`config.mk`:
```
export PLATFORM = sky130hd
export DESIGN_NAME = hdlc_tx_framer
export DESIGN_NICKNAME = d
export VERILOG_FILES = /design/src/rtl/hdlc_tx_pkg.sv /design/src/rtl/hdlc_tx_dp.sv /design/src/rtl/hdlc_tx_ctrl.sv /design/src/rtl/hdlc_tx_framer.sv
export SDC_FILE = /design/constraint.sdc
export NUM_CORES = 1
export LEC_CHECK = 0
export ABC_AREA = 1
export CAP_MARGIN = 40
export CORE_MARGIN = 2
export CORE_UTILIZATION = 52
export DETAILED_ROUTE_END_ITERATION = 10
export PLACE_DENSITY = 0.75
export SYNTH_ARGS = -nofsm -noshare
export SYNTH_HDL_FRONTEND = slang
export SYNTH_SLANG_ARGS = --single-unit
```
`constraint.sdc`:
```
create_clock -name clk -period 1.8 [get_ports clk]
set_input_delay 0.27 -clock clk [delete_from_list [all_inputs] [get_ports clk]]
set_output_delay 0.27 -clock clk [all_outputs]
set_load 0.02 [all_outputs]
```
`src/rtl/hdlc_tx_pkg.sv`:
```
package hdlc_tx_pkg;
  localparam int BYTE_W = 8;
  localparam int FCS_W = 16;
  localparam int SH_W = FCS_W;
  localparam int GA_W = 9;
  localparam int STUFF_RUN = 5;
  localparam logic [BYTE_W-1:0] FLAG_BYTE = 8'h7E;
  localparam logic [GA_W-1:0] GA_PATTERN = 9'h0FE;
  localparam logic [FCS_W-1:0] CRC_PRESET = 16'hFFFF;
  localparam logic [FCS_W-1:0] CRC_POLY_REV = 16'h8408;

  typedef enum logic [1:0] {
    MODE_IDLE = 2'b00,
    MODE_FLAGS = 2'b01,
    MODE_GOAHEAD = 2'b10,
    MODE_IDLE_ALT = 2'b11
  } lineMode_e;

  typedef enum logic [2:0] {
    ITEM_ONES,
    ITEM_FLAG,
    ITEM_GOAHEAD,
    ITEM_DATA,
    ITEM_ABORT,
    ITEM_CRC
  } item_e;

  typedef struct packed {
    logic load;
    item_e item;
    logic crcInit;
  } txStrobe_t;
endpackage

```
`src/rtl/hdlc_tx_dp.sv`:
```
module hdlc_tx_dp
  import hdlc_tx_pkg::*;
(
  input  logic              clk,
  input  logic              rstN,
  input  logic              bitEn,
  input  txStrobe_t         strobe,
  input  logic [BYTE_W-1:0] dataByte,
  output logic              needItem,
  output logic              txBit
);
  localparam int LEN_W = $clog2(SH_W + 1);
  localparam int ONES_W = $clog2(STUFF_RUN + 1);

  logic [SH_W-1:0] shReg, loadVal, srcBits;
  logic [LEN_W-1:0] bitsLeft, loadLen, baseLen;
  logic [ONES_W-1:0] onesCnt, nextOnes;
  logic [FCS_W-1:0] crc;
  logic stuffOn, crcOn, loadStuff, loadCrc, srcStuff, srcCrc;
  logic stuffPend, doLoad, doShift, emitBit, txBitQ;

  function automatic logic [FCS_W-1:0] crcStep(input logic [FCS_W-1:0] c, input logic b);
    logic fb;
    fb = c[0] ^ b;
    return (c >> 1) ^ (fb ? CRC_POLY_REV : '0);
  endfunction

  assign stuffPend = stuffOn && (onesCnt == ONES_W'(STUFF_RUN));
  assign needItem = bitEn && !stuffPend && (bitsLeft == '0);
  assign doLoad = strobe.load && needItem;
  assign doShift = bitEn && !stuffPend && (bitsLeft != '0);

  always_comb begin
    loadVal = SH_W'({BYTE_W{1'b1}});
    loadLen = LEN_W'(BYTE_W);
    loadStuff = 1'b0;
    loadCrc = 1'b0;
    unique case (strobe.item)
      ITEM_FLAG: loadVal = SH_W'(FLAG_BYTE);
      ITEM_GOAHEAD: begin
        loadVal = SH_W'(GA_PATTERN);
        loadLen = LEN_W'(GA_W);
      end
      ITEM_DATA: begin
        loadVal = SH_W'(dataByte);
        loadStuff = 1'b1;
        loadCrc = 1'b1;
      end
      ITEM_CRC: begin
        loadVal = ~crc;
        loadLen = LEN_W'(FCS_W);
        loadStuff = 1'b1;
      end
      default: loadVal = SH_W'({BYTE_W{1'b1}});
    endcase
  end

  assign srcBits = doLoad ? loadVal : shReg;
  assign baseLen = doLoad ? loadLen : bitsLeft;
  assign srcStuff = doLoad ? loadStuff : stuffOn;
  assign srcCrc = doLoad ? loadCrc : crcOn;
  assign emitBit = srcBits[0];
  assign nextOnes = srcStuff ? (emitBit ? onesCnt + 1'b1 : '0) : '0;

  always_ff @(posedge clk or negedge rstN) begin
    if (!rstN) begin
      shReg <= '0;
      bitsLeft <= '0;
      stuffOn <= 1'b0;
      crcOn <= 1'b0;
      onesCnt <= '0;
      crc <= CRC_PRESET;
      txBitQ <= 1'b1;
    end else if (bitEn && stuffPend) begin
      txBitQ <= 1'b0;
      onesCnt <= '0;
    end else if (doShift || doLoad) begin
      txBitQ <= emitBit;
      shReg <= srcBits >> 1;
      bitsLeft <= baseLen - 1'b1;
      stuffOn <= srcStuff;
      crcOn <= srcCrc;
      onesCnt <= nextOnes;
      if (doLoad && strobe.crcInit) crc <= CRC_PRESET;
      else if (srcCrc) crc <= crcStep(crc, emitBit);
    end
  end

  assign txBit = txBitQ;
endmodule

```
`src/rtl/hdlc_tx_ctrl.sv`:
```
module hdlc_tx_ctrl
  import hdlc_tx_pkg::*;
(
  input  logic      clk,
  input  logic      rstN,
  input  logic      needItem,
  input  lineMode_e mode,
  input  logic      fifoValid,
  input  logic      fifoLast,
  input  logic      fifoAbort,
  output txStrobe_t strobe,
  output logic      fifoPop,
  output logic      inFrame
);
  typedef enum logic [1:0] {ST_GAP, ST_BODY, ST_FCS, ST_CLOSE} ctlState_e;
  ctlState_e state, nextState;

  always_comb begin
    strobe = '0;
    strobe.load = needItem;
    strobe.item = ITEM_ONES;
    nextState = state;
    fifoPop = 1'b0;
    unique case (state)
      ST_GAP: begin
        if (mode == MODE_GOAHEAD) begin
          strobe.item = ITEM_GOAHEAD;
        end else if (fifoValid) begin
          strobe.item = ITEM_FLAG;
          strobe.crcInit = 1'b1;
          nextState = ST_BODY;
        end else if (mode == MODE_FLAGS) begin
          strobe.item = ITEM_FLAG;
        end
      end
      ST_BODY: begin
        if (fifoValid) begin
          fifoPop = needItem;
          if (fifoAbort) begin
            strobe.item = ITEM_ABORT;
            nextState = ST_GAP;
          end else begin
            strobe.item = ITEM_DATA;
            nextState = fifoLast ? ST_FCS : ST_BODY;
          end
        end else begin
          strobe.item = ITEM_ABORT;
          nextState = ST_GAP;
        end
      end
      ST_FCS: begin
        strobe.item = ITEM_CRC;
        nextState = ST_CLOSE;
      end
      ST_CLOSE: begin
        strobe.item = ITEM_FLAG;
        nextState = ST_GAP;
      end
      default: nextState = ST_GAP;
    endcase
  end

  always_ff @(posedge clk or negedge rstN) begin
    if (!rstN) state <= ST_GAP;
    else if (needItem) state <= nextState;
  end

  assign inFrame = (state != ST_GAP);
endmodule

```
`src/rtl/hdlc_tx_framer.sv`:
```
module hdlc_tx_framer
  import hdlc_tx_pkg::*;
(
  input  logic              clk,
  input  logic              rstN,
  input  logic              bitEn,
  input  logic [1:0]        lineMode,
  input  logic              fifoValid,
  input  logic [BYTE_W-1:0] fifoData,
  input  logic              fifoLast,
  input  logic              fifoAbort,
  output logic              fifoPop,
  output logic              txBit
);
  txStrobe_t strobe;
  logic needItem;
  logic inFrame;

  hdlc_tx_ctrl u_ctrl (
    .clk(clk),
    .rstN(rstN),
    .needItem(needItem),
    .mode(lineMode_e'(lineMode)),
    .fifoValid(fifoValid),
    .fifoLast(fifoLast),
    .fifoAbort(fifoAbort),
    .strobe(strobe),
    .fifoPop(fifoPop),
    .inFrame(inFrame)
  );

  hdlc_tx_dp u_dp (
    .clk(clk),
    .rstN(rstN),
    .bitEn(bitEn),
    .strobe(strobe),
    .dataByte(fifoData),
    .needItem(needItem),
    .txBit(txBit)
  );
endmodule

```
=== Word-level counts from Yosys, hierarchy flattened ===
Index checks and enable logic that the tools add are counted.

* $add $sub $neg: 2
* Equality and inequality tests: 12
* Muxes and demuxes: 34
* Bitwise gates (word level): 4
* Reduce and logical (&&, ||, !) cells: 17

{| class="wikitable"
|+ Operators by type and width
! operator !! count
|-
| $mux 16 || 4
|-
| $pmux 16 s4 || 1
|-
| $mux 3 || 7
|-
| $not 16->16 || 1
|-
| $xor 15x16->16 || 1
|-
| $mux 1 || 13
|-
| $pmux 3 s4 || 1
|-
| $mux 2 || 5
|-
| $pmux 5 s2 || 1
|-
| $pmux 2 s4 || 1
|-
| $eq 2x2->1 const B || 3
|-
| $eq 3x2->1 const B || 2
|-
| $eq 3x3->1 const B || 2
|-
| $logic_and 1x1->1 || 6
|-
| $reduce_and 3->1 || 2
|-
| $logic_not 5->1 || 1
|-
| $mux 5 || 1
|-
| $reduce_bool 5->1 || 1
|-
| $sub 5x1->5 const B || 1
|-
| $eq 2x1->1 const B || 2
|-
| $ne 2x2->1 const B || 2
|-
| $reduce_bool 2->1 || 2
|-
| $add 3x1->3 const B || 1
|-
| $eq 3x1->1 const B || 1
|-
| 7 further kinds || 7
|}

* Flip-flop bits (word level): 44
* Output and inout bits: 2
* Word-level logic and storage cells: 77

=== Depth between registers and ports, before layout ===
Gate-level depths: netlist of the first run.

* Depth in word-level cells: 13
* Mapped depth: 14
* Depth with buffers taken out: 13

=== By module ===
A second synthesis of the first run with hierarchy kept.

* Cells, all modules: 287
* Area, all modules: 2,354.8 um^2

{| class="wikitable"
|+ Modules (own cells, without submodules)
! module !! times used !! cells an instance !! area each (um^2) !! seq. area each (um^2)
|-
| hdlc_tx_dp || 1 || 252 || 2,159.6 || 1,072.3
|-
| hdlc_tx_ctrl || 1 || 35 || 195.2 || 50.0
|}

=== Worst setup path after synthesis of the first run ===
Ideal clock, no wire load.

* Path kind: reg2out
* Start: register u_dp.onesCnt[0]
* End: output fifoPop
* Arrival time: 1.506 ns
* Slack: 0.024 ns
* Cell stages (with the launch flop): 8
* Path buffers: 1
* Path through: dfrtp_1 > ha_1 > nand3_2 > nand2_4 > nor2_4 > buf_6 > inv_2 > nor3_1

* Cells in the longest elaborated chain, start to end: 7

{| class="wikitable"
|+ RTL lines
! element !! line !! source
|-
| start: declaration || hdlc_tx_dp.sv:17 || <nowiki>logic [ONES_W-1:0] onesCnt, nextOnes;</nowiki>
|-
| start signal: assignment || hdlc_tx_dp.sv:83 || <nowiki>onesCnt <= nextOnes;</nowiki>
|-
| $eq 3x3->1 || hdlc_tx_dp.sv:28 || <nowiki>assign stuffPend = stuffOn && (onesCnt == ONES_W'(STUFF_RUN));</nowiki>
|-
| $logic_and 1x1->1 || hdlc_tx_dp.sv:28 ||
|-
| $logic_not 1->1 || hdlc_tx_dp.sv:29 || <nowiki>assign needItem = bitEn && !stuffPend && (bitsLeft == '0);</nowiki>
|-
| $logic_and 1x1->1 (2 in a row) || hdlc_tx_dp.sv:29 ||
|-
| $mux 1 || hdlc_tx_ctrl.sv:37 || <nowiki>if (fifoValid) begin</nowiki>
|-
| $mux 1 || hdlc_tx_ctrl.sv:24 || <nowiki>unique case (state)</nowiki>
|-
| end: declaration || hdlc_tx_framer.sv:12 || <nowiki>output logic fifoPop,</nowiki>
|}

Every way passes these cells.

=== Worst setup path in the final report of the first run ===
* Start: register u_dp.onesCnt[0]
* End: register u_dp.crc[6]

* Cells in the longest elaborated chain, start to end: 8
* Elaborated cells between the ends (all ways): 14

{| class="wikitable"
|+ RTL lines
! element !! line !! source
|-
| $eq 3x3->1 (*) || hdlc_tx_dp.sv:28 ||
|-
| $logic_and 1x1->1 (*) || hdlc_tx_dp.sv:28 ||
|-
| $logic_not 1->1 || hdlc_tx_dp.sv:29, hdlc_tx_dp.sv:31 ||
|-
| $logic_and 1x1->1 || hdlc_tx_dp.sv:29, hdlc_tx_dp.sv:31 ||
|-
| $logic_and 1x1->1 || hdlc_tx_dp.sv:29 ||
|-
| $mux 1 / $logic_and 1x1->1 (equally long branches) || hdlc_tx_dp.sv:61, hdlc_tx_dp.sv:84 ||
|-
| $reduce_bool 2->1 (no line) || n/a ||
|-
| $reduce_and 3->1 (no line) || n/a ||
|-
| end signal: assignment || hdlc_tx_dp.sv:85 || <nowiki>else if (srcCrc) crc <= crcStep(crc, emitBit);</nowiki>
|-
| end: declaration || hdlc_tx_dp.sv:18 || <nowiki>logic [FCS_W-1:0] crc;</nowiki>
|}

Mark *: on every way between the ends. The rest lies on a longest branch, timed or not.
A chain may end at the register's enable or synchronous reset.

==> results.py, run 1 <==
metrics = {
    "detailed_routing": {
        "drc": 0,
        "drtIter0Drc": 124,
        "vias": 1976,
        "detail-route-antenna-nets": 0,
        "vias_per_cell": 5.283,
        "dr.pass1.iters": 4,
        "wl_per_cell_um": 14.44,
        "drt-total-wl_um": 5402,
    },
    "finish": {
        "nFillCells": 348,
        "fin_nets": 340,
        "antenna_cells": 0,
        "area_delta_synth_final_pct": 30.18,
        "drive_gt1_share_pct": 29.81,
    },
    "synth": {
        "yosys-top-cells-count": "46 x nand2_1, 44 x inv_1, 27 x dfrtp_1",
        "synthArstFlopShare_pct": 100.0,
        "synth_area_per_cell_um2": 8.632,
        "synth.top_cell.area_share_pct": 29.32,
        "synth.area.top_cells": "dfrtp_1 29%, dfstp_2 19%, nand2_1 7.5%",
        "synth.most_common_cell": "nand2_1",
        "ys.flop_type": "dfrtp_1",
        "yosysTopAreaCell": "dfrtp_1",
        "synth_seq_area_share_pct": 48.70,
        "syn_inst": 267,
        "synth.ff_latch_count": 44,
        "yosysUniqueCellTypes": 33,
        "synth-edff-count": 0,
        "yosys_warnings": 0,
        "syn_nets": 286,
        "synth_area_um2": 2305,
    },
    "floorplan": {
        "die_h_um": 70.58,
        "die-area_um2": 4981,
        "fp-row-count": 24,
        "die_w_um": 70.58,
        "ios": 18,
        "core-area_um2": 4324,
        "start_util_pct": 53.30,
    },
    "sta": {
        "clock_skew_ps": 6.875,
        "finalHoldViolCount": 0,
        "slew_viol_final": 0,
        "worstMarginPinSlew_ps": 305.8,
        "slew_headroom_pct": 79.61,
        "setup_violations": 0,
        "finalCritPeriodShare_pct": 99.30,
        "rsz0062_at_grt": "yes",
        "clock.fmax_ghz": 0.5595,
        "hold_ws_ps": 372.4,
        "finalCriticalPeriod_ps": 1787,
        "tns_ps": 0,
    },
    "setup_path": {
        "end_kind": "flip-flop",
        "arrival_ps": 2020,
        "start_kind": "flip-flop",
        "crit_type": "flip-flop to flip-flop",
        "critPathMaxFanout": 14,
        "worstPathRequired_ps": 2030,
    },
    "cts": {
        "cts_root_buf": "clkbuf_8",
        "cts_tree": "done",
        "insertion_delay_ps": 310,
        "cts_buffer_depth": 2,
        "cts_buffers": 5,
        "htree_num_levels": 2,
        "clock_sinks": 44,
        "clkTransAtPathRegs_ps": 90,
    },
    "placed_design": {
        "gp_congestion": 0.8672,
        "dp_hpwl_um": 3806,
        "io_buffers": 17,
    },
    "power_and_ir_drop": {
        "p_per_area_nw_per_um2": 1433,
        "p_leak_nw": 1.417,
        "irDropWorstVdd_mv": 1.023,
    },
    "hold_path": {
        "min_path_type": "input port to async pin",
    },
    "global_route": {
        "grt_pass1_vias": 1829,
        "grt.overflow.total": 0,
        "gr-usage-all-layers_pct": 22.39,
        "antenna_found_initial": 0,
        "grt_pass1_wl_um": 8659,
        "grt_max_degree": 24,
    },
    "job": {
        "maxCapViolCount": 0,
    },
    "outcome": {
        "status": "finished, final reports clean",
    },
}
[area by class of cell]
type                            count  area [µm²]  area share [%]
Inverter                           47       176.4           5.880
Sequential cell                    44        1122           37.41
Tap cell                           52       65.06           2.168
Multi-Input combinational cell    168        1018           33.95
Timing Repair Buffer               55       495.5           16.51
Clock buffer                        8       122.6           4.087
[layout by cell type, fill, tap and decap left out, types with 3 or more instances in the layout]
| master | n |
|---|---|
| nand3_1 | 16 |
| nor2_1 | 18 |
| nor2_4 | 4 |
| a21oi_1 | 17 |
| buf_4 | 34 |
| o21ai_0 | 19 |
| clkdlybuf4s50_1 | 15 |
| inv_1 | 42 |
| nand2_1 | 45 |
| buf_12 | 3 |
| dfrtp_1 | 27 |
| o211ai_1 | 3 |
| nand3_2 | 3 |
| a22oi_1 | 4 |
| inv_2 | 4 |
| a22oi_2 | 10 |
| dfstp_2 | 17 |
| clkbuf_8 | 5 |
| xor2_1 | 3 |
[flip-flops by register name, summed over array words and instances (netlist names), named ones only]
signal and count:
u_ctrl.state 1, u_dp.bitsLeft 5, u_dp.crc 16, u_dp.crcOn 1
u_dp.onesCnt 3, u_dp.shReg 15, u_dp.stuffOn 1, u_dp.txBit 1
[report_power, final]
part	switching [W]	internal, W
clock network	0.000364	0.000443
registers	0.000212	0.00149
logic	0.00102	0.000772
total	0.00159	0.00271
[stage by stage]
stage | utilization (%) | area [µm²] | total power, W | std cells | setup WS (ps)
finish | 69.39 | 3000 | 0.004300 | 374 | 12.62
global route | 69.39 | 3000 | 0.004580 | 374 | -54.11
CTS | 66.67 | 2883 | 0.004130 | 369 | 21.86
detailed placement | 63.54 | 2748 | 0.003325 | 360 | -244.9
global placement | 63.54 | 2748 | 0.003255 | 360 | -222.0
floorplan | - | 2305 | 0.002760 | 267 | 24.30
[final timing paths]
| kind | startpoint | to | slack [ps] | depth (start not counted) |
|---|---|---|---|---|
| min in group clk | u_dp.shReg[5] | u_dp.shReg[5] | 490 | 2 |
| max in group asynchronous | rstN | u_dp.crc[12] | 820 | 3 |
| setup / recovery | u_dp.onesCnt[0] | u_dp.crc[6] | 10 | 11 |
| hold reg to reg | u_dp.shReg[5] | u_dp.shReg[5] | 490 | 2 |
| setup reg to reg | u_dp.onesCnt[0] | u_dp.crc[6] | 10 | 11 |
| hold / removal | rstN | u_dp.shReg[4] | 370 | 2 |
[per-layer routing]
| layer | up-vias | wire (µm) | track usage (%) |
|---|---|---|---|
| li1 | 983 | - | - |
| met1 | 947 | 2468 | 31.34 |
| met2 | 41 | 2624 | 34.70 |
| met3 | 5 | 230 | 4.843 |
| met4 | 0 | 79 | 8.176 |
| met5 | - | 0 | 0 |
[worst max-delay path, stage by stage, from the launching register on]
cell and delay (ps):
dfrtp_1 410, ha_2 190, nand3_2 70, nand2_4 60
nor2_4 140, buf_8 170, o21ai_4 80, nor2_4 140
a21oi_4 50, buf_12 150, buf_12 120, a22oi_2 130
[cell families (layout without fill, tap and decap cells)]
family	count (synthesis)	in the layout	share of synthesized area (%)
AOI/OAI and AO/OA	67	67	20.14
xor gates and xnor gates	4	4	1.520
adders and majority gates	3	3	1.629
buffers and inverters	55	110	9.934
DFF	44	44	48.70
and+or+nand+nor	94	94	18.08
[timing repair]
item                                    CTS  global route
setup buffers                             0             5
endpoints found under the hold margin    12             0
endpoints found under the setup margin    5            11
resized for setup                         7            21
pin swaps                                 1             2
hold buffers                              1             0
Power figures use the tool's default switching activity.
==> run 2: changes to the inputs <==
SKIP_LAST_GASP = 1   (was unset)
==> run 2 against run 1 <==
Net effect:
- the flow now finishes with violations (negative setup slack)
- first-iteration DRC count grew 29%
- combinational power about the same
- clock power increased by 0.5%
- via count up 1.3%
- cell count stayed put
- clock skew increased by 0.74 ps
- critical path type unchanged
- largest cell class unchanged
- largest power group unchanged
- highest routed layer unchanged
==> results.py, run 2 (same netlist as run 1, synthesis figures left out) <==
metrics = {
    "outcome": {
        "status": "finished with violations",
        "failed_checks": "negative setup slack",
    },
    "finish": {
        "reg_top3": "u_dp.crc: 16 flops, u_dp.shReg: 15 flops, u_dp.bitsLeft: 5 flops",
        "final_common_cell": "nand2_1",
        "nFillCells": 358,
        "final_core_util_pct": 68.81,
        "mostFrequentLayoutCells": "45 x nand2_1, 44 x inv_1, 33 x buf_4",
        "drive_gt1_share_pct": 28.26,
        "largest_register_ffs": 16,
        "fin_nets": 340,
        "stdcell_area_um2": 2975,
        "area_delta_synth_final_pct": 29.10,
        "antenna_cells": 0,
        "top_register": "u_dp.crc",
    },
    "sta": {
        "slew_headroom_pct": 79.69,
        "setup_violations": 1,
        "rsz0062_at_grt": "yes",
        "worstMarginPinSlew_ps": 301.4,
        "finalCritPeriodShare_pct": 100.3,
        "finalHoldViolCount": 0,
        "hold_ws_ps": 371.0,
        "finalCriticalPeriod_ps": 1805,
        "clock.fmax_ghz": 0.5539,
        "clock_skew_ps": 7.612,
        "slew_viol_final": 0,
        "setup_slack_ps": -5.310,
    },
    "placed_design": {
        "gp_congestion": 0.8672,
        "place_area_um2": 2748,
        "dp_slack_ps": -244.9,
        "io_buffers": 17,
        "dp_hpwl_um": 3806,
    },
    "detailed_routing": {
        "drc": 0,
        "drtIter0Drc": 160,
        "drt-total-wl_um": 5417,
        "vias_per_cell": 5.350,
        "dr.pass1.iters": 5,
        "wl_per_cell_um": 14.48,
        "detail-route-antenna-nets": 0,
        "vias": 2001,
    },
    "floorplan": {
        "start_util_pct": 53.30,
        "die-area_um2": 4981,
        "core-area_um2": 4324,
        "fp-row-count": 24,
        "die_w_um": 70.58,
        "die_h_um": 70.58,
        "ios": 18,
    },
    "power_and_ir_drop": {
        "irDropWorstVdd_mv": 1.014,
        "p_sw_share_pct": 36.79,
        "combPwrFrac_pct": 41.3,
        "power_w": 0.004278,
        "clkPwrFrac_pct": 19.0,
        "seqPwrFrac_pct": 39.7,
        "p_leak_nw": 1.412,
        "power_switching_w": 0.001574,
        "p_per_area_nw_per_um2": 1438,
        "p_int_w": 0.002704,
    },
    "global_route": {
        "grt.overflow.total": 0,
        "grt_pass1_vias": 1828,
        "grt_pass1_wl_um": 8659,
        "gr-usage-all-layers_pct": 22.39,
        "antenna_found_initial": 0,
        "grt_max_degree": 24,
    },
    "cts": {
        "cts_buffer_depth": 2,
        "cts_root_buf": "clkbuf_8",
        "cts_buffers": 5,
        "cts_tree": "done",
        "htree_num_levels": 2,
        "clock_sinks": 44,
        "clkTransAtPathRegs_ps": 90,
        "insertion_delay_ps": 310,
    },
    "setup_path": {
        "reg2reg_from": "u_dp.onesCnt[1]",
        "ff2ff_setup_slack_ps": -5,
        "cp-startpoint": "u_dp.onesCnt[1]",
        "start_kind": "flip-flop",
        "worstPathRequired_ps": 2030,
        "arrival_ps": 2040,
        "crit_type": "flip-flop to flip-flop",
        "r2r_end": "u_dp.crc[6]",
        "rr_worst_depth": 13,
        "critPathMaxFanout": 14,
        "end_kind": "flip-flop",
    },
    "job": {
        "maxCapViolCount": 0,
    },
    "hold_path": {
        "min_path_type": "input port to async pin",
    },
}
[run 2: layer usage]
layer | vias up | track usage, % | share of wire, %
met3 | 5 | 4.843 | 5.2
met5 | - | 0 | 0
met4 | 0 | 8.176 | 1.5
met2 | 60 | 34.70 | 48
li1 | 985 | - | -
met1 | 951 | 31.34 | 45
[run 2: how the worst max path moves through the flow]
stage	endpoint	slack [ps]	depth (start not counted)
after floorplan	fifoPop	20	7
after global placement	fifoPop	-220	6
after detailed placement	fifoPop	-240	6
after CTS	fifoPop	-0.8	7
after global routing	u_dp.crc[6]	-90	13
final	u_dp.crc[6]	-5	13
[run 2: power groups by stage]
stage	Combinational, W	Sequential (W)	Clock, W
floorplan	0.00109	0.00167	0
global placement	0.00157	0.00169	0
detailed placement	0.00162	0.00171	0
CTS	0.00163	0.00169	0.000808
global route	0.00196	0.00174	0.000852
finish	0.00177	0.00170	0.000811
[run 2: cell type report]
| cell class | count | area, µm² | share of cell area [%] |
|---|---|---|---|
| Sequential cell | 44 | 1122 | 37.72 |
| Timing Repair Buffer | 55 | 493.0 | 16.57 |
| Multi-Input combinational cell | 168 | 996.0 | 33.47 |
| Tap cell | 52 | 65.06 | 2.187 |
| Clock buffer | 8 | 122.6 | 4.121 |
| Inverter | 47 | 176.4 | 5.929 |
[run 2: stage by stage]
step / setup TNS, ps / instances
after global routing: -507.7 / 374
after CTS: -0.7606 / 369
after detailed placement: -2443 / 360
after global placement: -1244 / 360
final: -5.310 / 374
after floorplan: 0 / 267
[run 2: timing repair]
item / in CTS / in global routing
endpoints found under the setup margin: 5 / 12
setup buffers: 0 / 5
hold buffers: 1 / 0
pin swaps: 0 / 3
resized for setup: 7 / 12
endpoints found under the hold margin: 12 / 0
[run 2: worst max-delay path, stage by stage, from the launching register on]
cell and delay (ps):
dfrtp_1 380, inv_1 70, ha_2 160, nand3_2 70, nand2_4 80, nor2_4 40, buf_8 140, nand2_2 90
o21ai_4 80, nor2_4 140, a21oi_4 50, buf_12 150, buf_12 120, a22oi_2 130
